[src/rtl/i2cs_pkg.sv]
package i2cs_pkg;

    localparam int ADDR_W   = 16;
    localparam int PAGE_W   = 7;
    localparam int BYTE_W   = 8;
    localparam int STRAP_W  = 3;
    localparam int CNT_W    = 4;

    localparam logic [3:0]       TYPE_CODE = 4'b1010;
    localparam logic [CNT_W-1:0] CNT_ACK   = CNT_W'(BYTE_W);
    localparam logic [CNT_W-1:0] CNT_SLOT  = CNT_W'(BYTE_W + 1);

    typedef enum logic [2:0] {
        PH_IDLE,
        PH_DEV,
        PH_AHI,
        PH_ALO,
        PH_WR,
        PH_RD
    } phase_t;

    typedef struct packed {
        logic [ADDR_W-1:0] addr;
        logic [BYTE_W-1:0] data;
    } wr_beat_t;

    function automatic logic sel_match(input logic [BYTE_W-1:0] b,
                                       input logic [STRAP_W-1:0] s);
        return (b[7:4] == TYPE_CODE) && (b[3:1] == s);
    endfunction

    function automatic logic [ADDR_W-1:0] page_next(input logic [ADDR_W-1:0] a);
        logic [ADDR_W-1:0] m;
        logic [ADDR_W-1:0] inc;
        m   = {{(ADDR_W-PAGE_W){1'b0}}, {PAGE_W{1'b1}}};
        inc = a + 1'b1;
        return (a & ~m) | (inc & m);
    endfunction

endpackage

[src/rtl/i2cs_sync.sv]
module i2cs_sync #(
    parameter int STAGES = 2,
    parameter int W      = 2
) (
    input  logic         clk,
    input  logic         rst,
    input  logic [W-1:0] din,
    output logic [W-1:0] dout
);
    for (genvar g = 0; g < STAGES; g++) begin : g_st
        logic [W-1:0] q;
        if (g == 0) begin : g_first
            always_ff @(posedge clk) begin
                if (rst) q <= '1;
                else     q <= din;
            end
        end else begin : g_next
            always_ff @(posedge clk) begin
                if (rst) q <= '1;
                else     q <= g_st[g-1].q;
            end
        end
    end

    assign dout = g_st[STAGES-1].q;
endmodule

[src/rtl/i2cs_cond.sv]
module i2cs_cond (
    input  logic clk,
    input  logic rst,
    input  logic scl_s,
    input  logic sda_s,
    output logic scl_rise,
    output logic scl_fall,
    output logic start_c,
    output logic stop_c
);
    logic scl_p, sda_p;

    always_ff @(posedge clk) begin
        if (rst) begin
            scl_p <= 1'b1;
            sda_p <= 1'b1;
        end else begin
            scl_p <= scl_s;
            sda_p <= sda_s;
        end
    end

    always_comb begin
        scl_rise = scl_s & ~scl_p;
        scl_fall = ~scl_s & scl_p;
        start_c  = scl_s & scl_p & sda_p & ~sda_s;
        stop_c   = scl_s & scl_p & ~sda_p & sda_s;
    end

    AST_START_CLOCK_HIGH: assert property (@(posedge clk) disable iff (rst)
        start_c |-> (scl_s && !scl_rise));
endmodule

[src/rtl/i2cs_byte.sv]
module i2cs_byte
    import i2cs_pkg::*;
(
    input  logic              clk,
    input  logic              rst,
    input  logic              clr,
    input  logic              load,
    input  logic              arm_ack,
    input  logic              shift,
    input  logic              in_bit,
    input  logic [BYTE_W-1:0] load_val,
    output logic [CNT_W-1:0]  cnt,
    output logic [BYTE_W-1:0] data
);
    always_ff @(posedge clk) begin
        if (rst) begin
            cnt  <= '0;
            data <= '0;
        end else if (clr) begin
            cnt  <= '0;
        end else if (load) begin
            cnt  <= '0;
            data <= load_val;
        end else if (arm_ack) begin
            cnt  <= CNT_SLOT;
        end else if (shift) begin
            cnt  <= cnt + 1'b1;
            data <= {data[BYTE_W-2:0], in_bit};
        end
    end

    AST_CNT_LEGAL: assert property (@(posedge clk) disable iff (rst)
        cnt <= CNT_SLOT);
    AST_LOAD_RESTARTS: assert property (@(posedge clk) disable iff (rst)
        (load && !clr) |=> (cnt == '0));
endmodule

[src/rtl/i2cs_engine.sv]
module i2cs_engine
    import i2cs_pkg::*;
#(
    parameter int SYNC_STAGES = 2
) (
    input  logic               clk,
    input  logic               rst,
    input  logic               scl_i,
    input  logic               sda_i,
    input  logic [STRAP_W-1:0] strap_i,
    input  logic               wp_i,
    input  logic               busy_i,
    input  logic [BYTE_W-1:0]  rd_data_i,
    output logic               sda_oe_o,
    output logic               wr_en_o,
    output logic [ADDR_W-1:0]  wr_addr_o,
    output logic [BYTE_W-1:0]  wr_data_o,
    output logic               wr_commit_o,
    output logic               rd_req_o,
    output logic [ADDR_W-1:0]  rd_addr_o
);
    logic [1:0] lines_s;
    logic       scl_s, sda_s;
    logic       scl_rise, scl_fall, start_c, stop_c;

    i2cs_sync #(.STAGES(SYNC_STAGES), .W(2)) u_sync (
        .clk  (clk),
        .rst  (rst),
        .din  ({scl_i, sda_i}),
        .dout (lines_s)
    );
    assign scl_s = lines_s[1];
    assign sda_s = lines_s[0];

    i2cs_cond u_cond (
        .clk      (clk),
        .rst      (rst),
        .scl_s    (scl_s),
        .sda_s    (sda_s),
        .scl_rise (scl_rise),
        .scl_fall (scl_fall),
        .start_c  (start_c),
        .stop_c   (stop_c)
    );

    phase_t             phase, nxt_ph;
    logic [ADDR_W-1:0]  addr;
    logic               oe, wr_pend;
    wr_beat_t           beat;
    logic               wr_en_r, commit_r, rd_req_r;
    logic [CNT_W-1:0]   bit_cnt;
    logic [BYTE_W-1:0]  sh;
    logic               live, ack_start, ack_end;
    logic               br_clr, br_load, br_arm, br_shift;

    always_comb begin
        live      = !busy_i && !start_c && !stop_c && (phase != PH_IDLE);
        ack_start = live && scl_fall && (bit_cnt == CNT_ACK);
        ack_end   = live && scl_fall && (bit_cnt == CNT_SLOT);
        br_shift  = live && scl_rise && (bit_cnt < CNT_ACK);
        br_arm    = ack_start;
        br_load   = ack_end && (nxt_ph == PH_RD);
        br_clr    = start_c || (ack_end && (nxt_ph != PH_RD));
    end

    i2cs_byte u_byte (
        .clk      (clk),
        .rst      (rst),
        .clr      (br_clr),
        .load     (br_load),
        .arm_ack  (br_arm),
        .shift    (br_shift),
        .in_bit   (sda_s),
        .load_val (rd_data_i),
        .cnt      (bit_cnt),
        .data     (sh)
    );

    always_ff @(posedge clk) begin
        if (rst) begin
            phase    <= PH_IDLE;
            nxt_ph   <= PH_IDLE;
            addr     <= '0;
            oe       <= 1'b0;
            wr_pend  <= 1'b0;
            beat     <= '0;
            wr_en_r  <= 1'b0;
            commit_r <= 1'b0;
            rd_req_r <= 1'b0;
        end else begin
            wr_en_r  <= 1'b0;
            commit_r <= 1'b0;
            rd_req_r <= 1'b0;
            if (busy_i) begin
                phase   <= PH_IDLE;
                oe      <= 1'b0;
                wr_pend <= 1'b0;
            end else if (start_c) begin
                phase   <= PH_DEV;
                oe      <= 1'b0;
                wr_pend <= 1'b0;
            end else if (stop_c) begin
                commit_r <= (phase == PH_WR) && wr_pend;
                phase    <= PH_IDLE;
                oe       <= 1'b0;
                wr_pend  <= 1'b0;
            end else if (phase != PH_IDLE) begin
                if (ack_start) begin
                    unique case (phase)
                        PH_DEV: begin
                            if (sel_match(sh, strap_i)) begin
                                oe       <= 1'b1;
                                nxt_ph   <= sh[0] ? PH_RD : PH_AHI;
                                rd_req_r <= sh[0];
                            end else begin
                                oe    <= 1'b0;
                                phase <= PH_IDLE;
                            end
                        end
                        PH_AHI: begin
                            addr[ADDR_W-1 -: BYTE_W] <= sh;
                            oe     <= 1'b1;
                            nxt_ph <= PH_ALO;
                        end
                        PH_ALO: begin
                            addr[BYTE_W-1:0] <= sh;
                            oe     <= 1'b1;
                            nxt_ph <= PH_WR;
                        end
                        PH_WR: begin
                            nxt_ph <= PH_WR;
                            if (!wp_i) begin
                                oe        <= 1'b1;
                                wr_en_r   <= 1'b1;
                                beat.addr <= addr;
                                beat.data <= sh;
                                addr      <= page_next(addr);
                                wr_pend   <= 1'b1;
                            end else begin
                                oe <= 1'b0;
                            end
                        end
                        PH_RD: begin
                            oe       <= 1'b0;
                            nxt_ph   <= PH_RD;
                            rd_req_r <= 1'b1;
                        end
                        default: oe <= 1'b0;
                    endcase
                end else if (ack_end) begin
                    phase <= nxt_ph;
                    if (nxt_ph == PH_RD) begin
                        oe   <= ~rd_data_i[BYTE_W-1];
                        addr <= addr + 1'b1;
                    end else begin
                        oe <= 1'b0;
                    end
                end else if (scl_rise && (bit_cnt == CNT_SLOT) && (phase == PH_RD) && sda_s) begin
                    nxt_ph <= PH_IDLE;
                end else if (scl_fall && (phase == PH_RD) &&
                             (bit_cnt inside {[4'd1:4'd7]})) begin
                    oe <= ~sh[BYTE_W-1];
                end
            end
        end
    end

    assign sda_oe_o    = oe;
    assign wr_en_o     = wr_en_r;
    assign wr_addr_o   = beat.addr;
    assign wr_data_o   = beat.data;
    assign wr_commit_o = commit_r;
    assign rd_req_o    = rd_req_r;
    assign rd_addr_o   = addr;

    AST_OE_CLOCK_LOW: assert property (@(posedge clk) disable iff (rst)
        (!$stable(oe) && !$past(busy_i)) |-> !scl_s);
    AST_BUSY_QUIET: assert property (@(posedge clk) disable iff (rst)
        $past(busy_i) |-> (!oe && !wr_en_r && !rd_req_r));
    AST_WP_BLOCKS: assert property (@(posedge clk) disable iff (rst)
        wr_en_r |-> !$past(wp_i));
    AST_ONE_STROBE: assert property (@(posedge clk) disable iff (rst)
        $onehot0({wr_en_r, rd_req_r, commit_r}));
    AST_COMMIT_ON_STOP: assert property (@(posedge clk) disable iff (rst)
        commit_r |-> $past(stop_c));
endmodule

[config.mk]
export PLATFORM = sky130hd
export DESIGN_NAME = i2cs_engine
export DESIGN_NICKNAME = d
export VERILOG_FILES = /design/src/rtl/i2cs_pkg.sv /design/src/rtl/i2cs_sync.sv /design/src/rtl/i2cs_cond.sv /design/src/rtl/i2cs_byte.sv /design/src/rtl/i2cs_engine.sv
export SDC_FILE = /design/constraint.sdc
export NUM_CORES = 1
export LEC_CHECK = 0
export ABC_AREA = 1
export BUFFER_PORTS_ARGS = -buffer_cell sky130_fd_sc_hd__buf_2
export CAP_MARGIN = 20
export CORE_MARGIN = 5
export CORE_UTILIZATION = 55
export CTS_CLUSTER_SIZE = 40
export DETAILED_ROUTE_END_ITERATION = 16
export PLACE_DENSITY = 0.88
export SYNTH_ARGS = -nofsm -noshare
export SYNTH_HDL_FRONTEND = slang
export SYNTH_HIERARCHICAL = 1
export SYNTH_SLANG_ARGS = --single-unit
[constraint.sdc]
create_clock -name clk -period 4.7 [get_ports clk]
set_clock_uncertainty 0.15 [all_clocks]
set_input_delay 1.41 -clock clk [delete_from_list [all_inputs] [get_ports clk]]
set_output_delay 1.41 -clock clk [all_outputs]
set_load 0.02 [all_outputs]
Yosys cells after proc, flatten, opt, wreduce, memory -nomap -nowiden
Index checks and enable logic that the tools add are counted.
- bits in writable memories: 0
- output and inout bits: 44
- bits in registers: 69
- memory bits (read-only): 0
- latch bits: 0
- memories: 0
- input port bits: 17
- shift operators: 0
- bitwise gates (word level): 22
- order comparisons: 3
- mux-type cells: 34
- equal/unequal tests: 23
- $add $sub $neg: 2
- multipliers: 0
- reduce and logical (&&, ||, !) cells: 49
- div/mod/pow operators: 0
- operators with widths (kind ; count):
    16-bit 2-to-1 mux ; 4
    8-bit one-hot mux with 2 select lines ; 2
    3-bit 2-to-1 mux ; 9
    8-bit 2-to-1 mux ; 3
    8-bit AND reduction ; 3
    1-bit logical AND ; 18
    16-bit by 1-bit adder with 16-bit output (second input constant) ; 1
    16-bit by 7-bit OR with 16-bit output ; 1
    1-bit inverter ; 14
    4-bit equality test (second input constant) ; 3
    3-bit inequality test (second input constant) ; 4
    3-bit one-hot mux with 4 select lines ; 1
    4-bit AND reduction ; 3
    4-bit OR reduction ; 3
    1-bit 2-to-1 mux ; 11
    2-bit nonzero test ; 5
    3-bit equality test (second input constant) ; 3
    3-bit nonzero test ; 3
    4-bit 2-to-1 mux ; 2
    1-bit bitwise AND ; 7
    7-bit AND reduction ; 1
    7-bit OR reduction ; 1
    3-bit by 2-bit equality test with 1-bit output (second input constant) ; 2
    3-bit by 1-bit inequality test with 1-bit output (second input constant) ; 2
    20 further kinds ; 27

Logic depth before layout (Yosys ltp)
- depth in word-level cells: 14
- mapped depth: 18
- depth with buffers taken out: 16

By module
The synthesis kept the hierarchy.
- by module, submodules not included (module ; cells each ; area an instance (µm²) ; times used ; seq. area each (µm²)):
    i2cs_engine ; 438 ; 2753.9 ; 1 ; 1021.0
    i2cs_byte ; 100 ; 639.4 ; 1 ; 240.2
    i2cs_sync ; 13 ; 116.4 ; 1 ; 80.1
    i2cs_cond ; 16 ; 92.6 ; 1 ; 40.0

Worst setup path before layout
No wires, ideal clock.
- path type: input port to flip-flop
- from: in busy_i
- to: reg u_byte.data[1]
- path buffers: 2
- stages: 12
- setup time: 0.113 ns
- arrival: 2.549 ns
- slack: 1.888 ns
- cells stage by stage: nor2_1 nand3_2 nor2_2 nand2_1 inv_1 buf_4 inv_2 nand2_1 nand3b_4 buf_6 nor2_1 nor2_1
- RTL lines (item ; RTL line ; text):
    from (decl) ; i2cs_engine.sv:12 ; input logic busy_i,
    1-bit zero test * ; i2cs_engine.sv:57 ; live = !busy_i && !start_c && !stop_c && (phase != PH_IDLE);
    1-bit logical AND * (3 in a row) ; i2cs_engine.sv:57 ;
    1-bit logical AND * (2 in a row) ; i2cs_engine.sv:59 ; ack_end = live && scl_fall && (bit_cnt == CNT_SLOT);
    1-bit logical AND * ; i2cs_engine.sv:62 ; br_load = ack_end && (nxt_ph == PH_RD);
    net br_load ; i2cs_engine.sv:54 ; logic br_clr, br_load, br_arm, br_shift;
    2-bit by 1-bit inequality test with 1-bit output (no source line) or 2-bit nonzero test (tied branches) ; n/a ;
    3-bit AND reduction (no source line) ; n/a ;
    to (signal assigned) ; i2cs_byte.sv:23 ; data <= load_val;
    to (signal assigned) ; i2cs_byte.sv:28 ; data <= {data[BYTE_W-2:0], in_bit};
    to (decl) ; i2cs_byte.sv:13 ; output logic [BYTE_W-1:0] data
Mark *: on every way through the listed nets, which the timed path passes. The rest lies on a longest branch.
A chain may end at the register's enable or synchronous reset.

Final worst setup path
- from: in busy_i
- to: reg u_byte.data[2]
The elaborated chain is that of the path after synthesis.

==> metrics.txt <==
gpl congestion 0.988; placed cell areas 3940 µm²; Worst-Margin Slew 0.895 ns; startpoint types primary input; DIE AREA 8270 µm²; CTS Buffer Depth 2; die width 90.9 µm; fin. max-slew vios 0; status complete, no violations; fin crit period 2.99 ns; mapped cell area 3600 µm²; CP Capture Type register; post-CTS setup buffer count 0; f_max 334 MHz; total power 1.11 mW; Initial Util 0.567; DRC viols 0; ratio of cells with drive above 1 in the final layout 0.163; period utilisation layout 0.636; CP Data Required Time 4.84 ns; WHS Endpoint u_sync/dout[1]; synth warn 6; WHS Path Cells 2; post_cts resized 0; Total Routing Usage GR 0.215; final WL 8810 µm; Final setup viols 0; pwr/cell area 269 nW/µm²; Hold Startpoint u_sync/g_st[0].q[1]; initial antenna violation count 0; Worst R2R Path Depth 16; Port-buffer cells 60; clock-pin slew on the worst setup and hold paths 0.07 ns; first-pass GRT wire length 15000 µm; Fillers 563; worst setup path class primary input to register; Core ar. 6350 µm²; sequential share of the synthesized area 0.383; R2R setup slack 2.12 ns; HP Class register to register; NumNets Final 645; Yosys cell types 32; number of core rows 29; Vias 3703; most frequent cells in the layout nand2_1 (140), inv_1 (93), nor2_1 (90); Worst Path Max Fanout 17; RR Endpoint u_byte/data[2]; setup repair after global routing missed its margin false; max-cap violations 0; commonest non-fill, non-tap cell in the layout nand2_1; via/cell ratio 5.23; Sum Neg Setup Slack 0 ns; Net Count, Synth 586; drt pass-1 iters 5; CTS root buf clkbuf_8; Clock Latency Late Sink 0.35 ns; Syn Inst Count 567; worst r2r src u_sync/dout[0]; Synth top area share 0.383; top cells by area, synth dfxtp_1 (38%), nand2_1 (15%), inv_1 (9.7%); Antenna Violating Nets Remaining 0; die height 90.9 µm; CP arrival 3.13 ns; grt ovf 0; number of I/O pins 61; CTS HTree Levels 3; Mean Syn Cell Area 6.35 µm²; DP Wirelength 6350 µm; Area Overhead vs Synth 14.7%; Synth Register Bits 69; CTS buffer count 9; endpoints failing hold 0; cell taking the most area after synthesis dfxtp_1; initial detailed-routing violation count 195; ant diodes 0; TritonCTS clock tree built; vias in the first global route 3455; pin count of the biggest net entering global routing 49; worst relative slew slack 0.403; Pleak 2.05 nW; hold buffer count at cts 0; VDD IR max 164 µV; # clock sinks 69; Final Cell Area 4130 µm²; DR WL/cell 12.4 µm
==> cell families after synthesis <==
family	synth area share
fa+ha+maj	0.00695
compound gates	0.142
simple gates	0.323
buf+inv	0.125
flops	0.383
xor+xnor	0.0195
==> cell usage after synthesis <==
master,count
clkbuf_1,8
a31oi_1,2
inv_2,7
nand2_4,1
a21oi_1,38
buf_2,3
inv_1,93
dfxtp_1,69
nor2_4,3
nand3_1,13
ha_1,2
nor3_1,7
or2_2,1
o22ai_1,1
o21ai_0,55
xor2_1,5
buf_6,2
nand2_1,140
nor2_1,90
a21boi_0,1
xnor2_1,3
nand4_1,3
a21oi_2,1
o31ai_1,1
nor2_2,2
buf_4,1
nand3b_4,1
nand3_4,1
o21ai_1,1
nand3_2,1
nor4_1,2
nand2_2,9
==> metal layers <==
layer  track usage  vias to the layer above  share of wire
met5             0                        -              0
met4        0.0929                        0          0.030
met3        0.0488                       35          0.070
met2         0.365                      163           0.48
met1         0.259                     1645           0.42
li1              -                     1860              -
==> worst max-delay path by stage <==
| stage | cells past startpoint | slack [ns] | from | endpoint |
|---|---|---|---|---|
| finish | 12 | 1.71 | busy_i | u_byte/data[2] |
| global route | 12 | 1.52 | busy_i | u_byte/data[2] |
| CTS | 12 | 1.73 | busy_i | u_byte/data[0] |
| detailed placement | 12 | 1.37 | busy_i | u_byte/data[0] |
| global placement | 11 | 1.40 | busy_i | u_byte/data[4] |
| floorplan | 12 | 1.89 | busy_i | u_byte/data[1] |
==> state kept, by name (all words and copies together) (netlist names) <==
signal	count
rd_addr_o	16
wr_addr_o	16
u_byte/data	8
wr_data_o	8
u_byte/cnt	4
nxt_ph	3
phase	3
u_sync/dout	2
u_sync/g_st.q	2
rd_req_o	1
sda_oe_o	1
u_cond/scl_p	1
u_cond/sda_p	1
wr_commit_o	1
wr_en_o	1
wr_pend	1
==> cell type report <==
cell class              count  area, µm²  share of cell area
flip-flops and latches     69       1380               0.334
well taps                  77       96.3              0.0233
multi-input cells         384       1770               0.429
clock buffers              12        145              0.0351
clock inverters             4       47.5              0.0115
inverters                 100        375              0.0909
repair buffers             62        315              0.0763
==> through the flow <==
step                      hold WS, ns  setup slack [ns]   util  std cells
after floorplan                 0.237              1.89      -        567
final                           0.265              1.71  0.651        708
after global routing            0.294              1.52  0.651        708
after global placement          0.245              1.40  0.620        692
after detailed placement        0.248              1.37  0.620        692
after CTS                       0.272              1.73  0.651        708
==> worst max-delay path, stage by stage <==
cell      delay, ns
buf_2          0.12
nor2_1         0.13
nand3_2        0.12
nor2_2         0.23
nand2_1        0.09
inv_1          0.34
inv_2          0.09
nand2_1        0.12
nand3b_4       0.19
nand2_1        0.13
nand2_1        0.06
nor2_1         0.09
==> power breakdown <==
part | leakage (nW) | switching, mW | internal [mW]
combinational | 1.40 | 0.0251 | 0.0135
sequential | 0.557 | 0.00177 | 0.587
clock | 0.0964 | 0.224 | 0.258
Note: power is estimated with default switching activity, not from simulation.
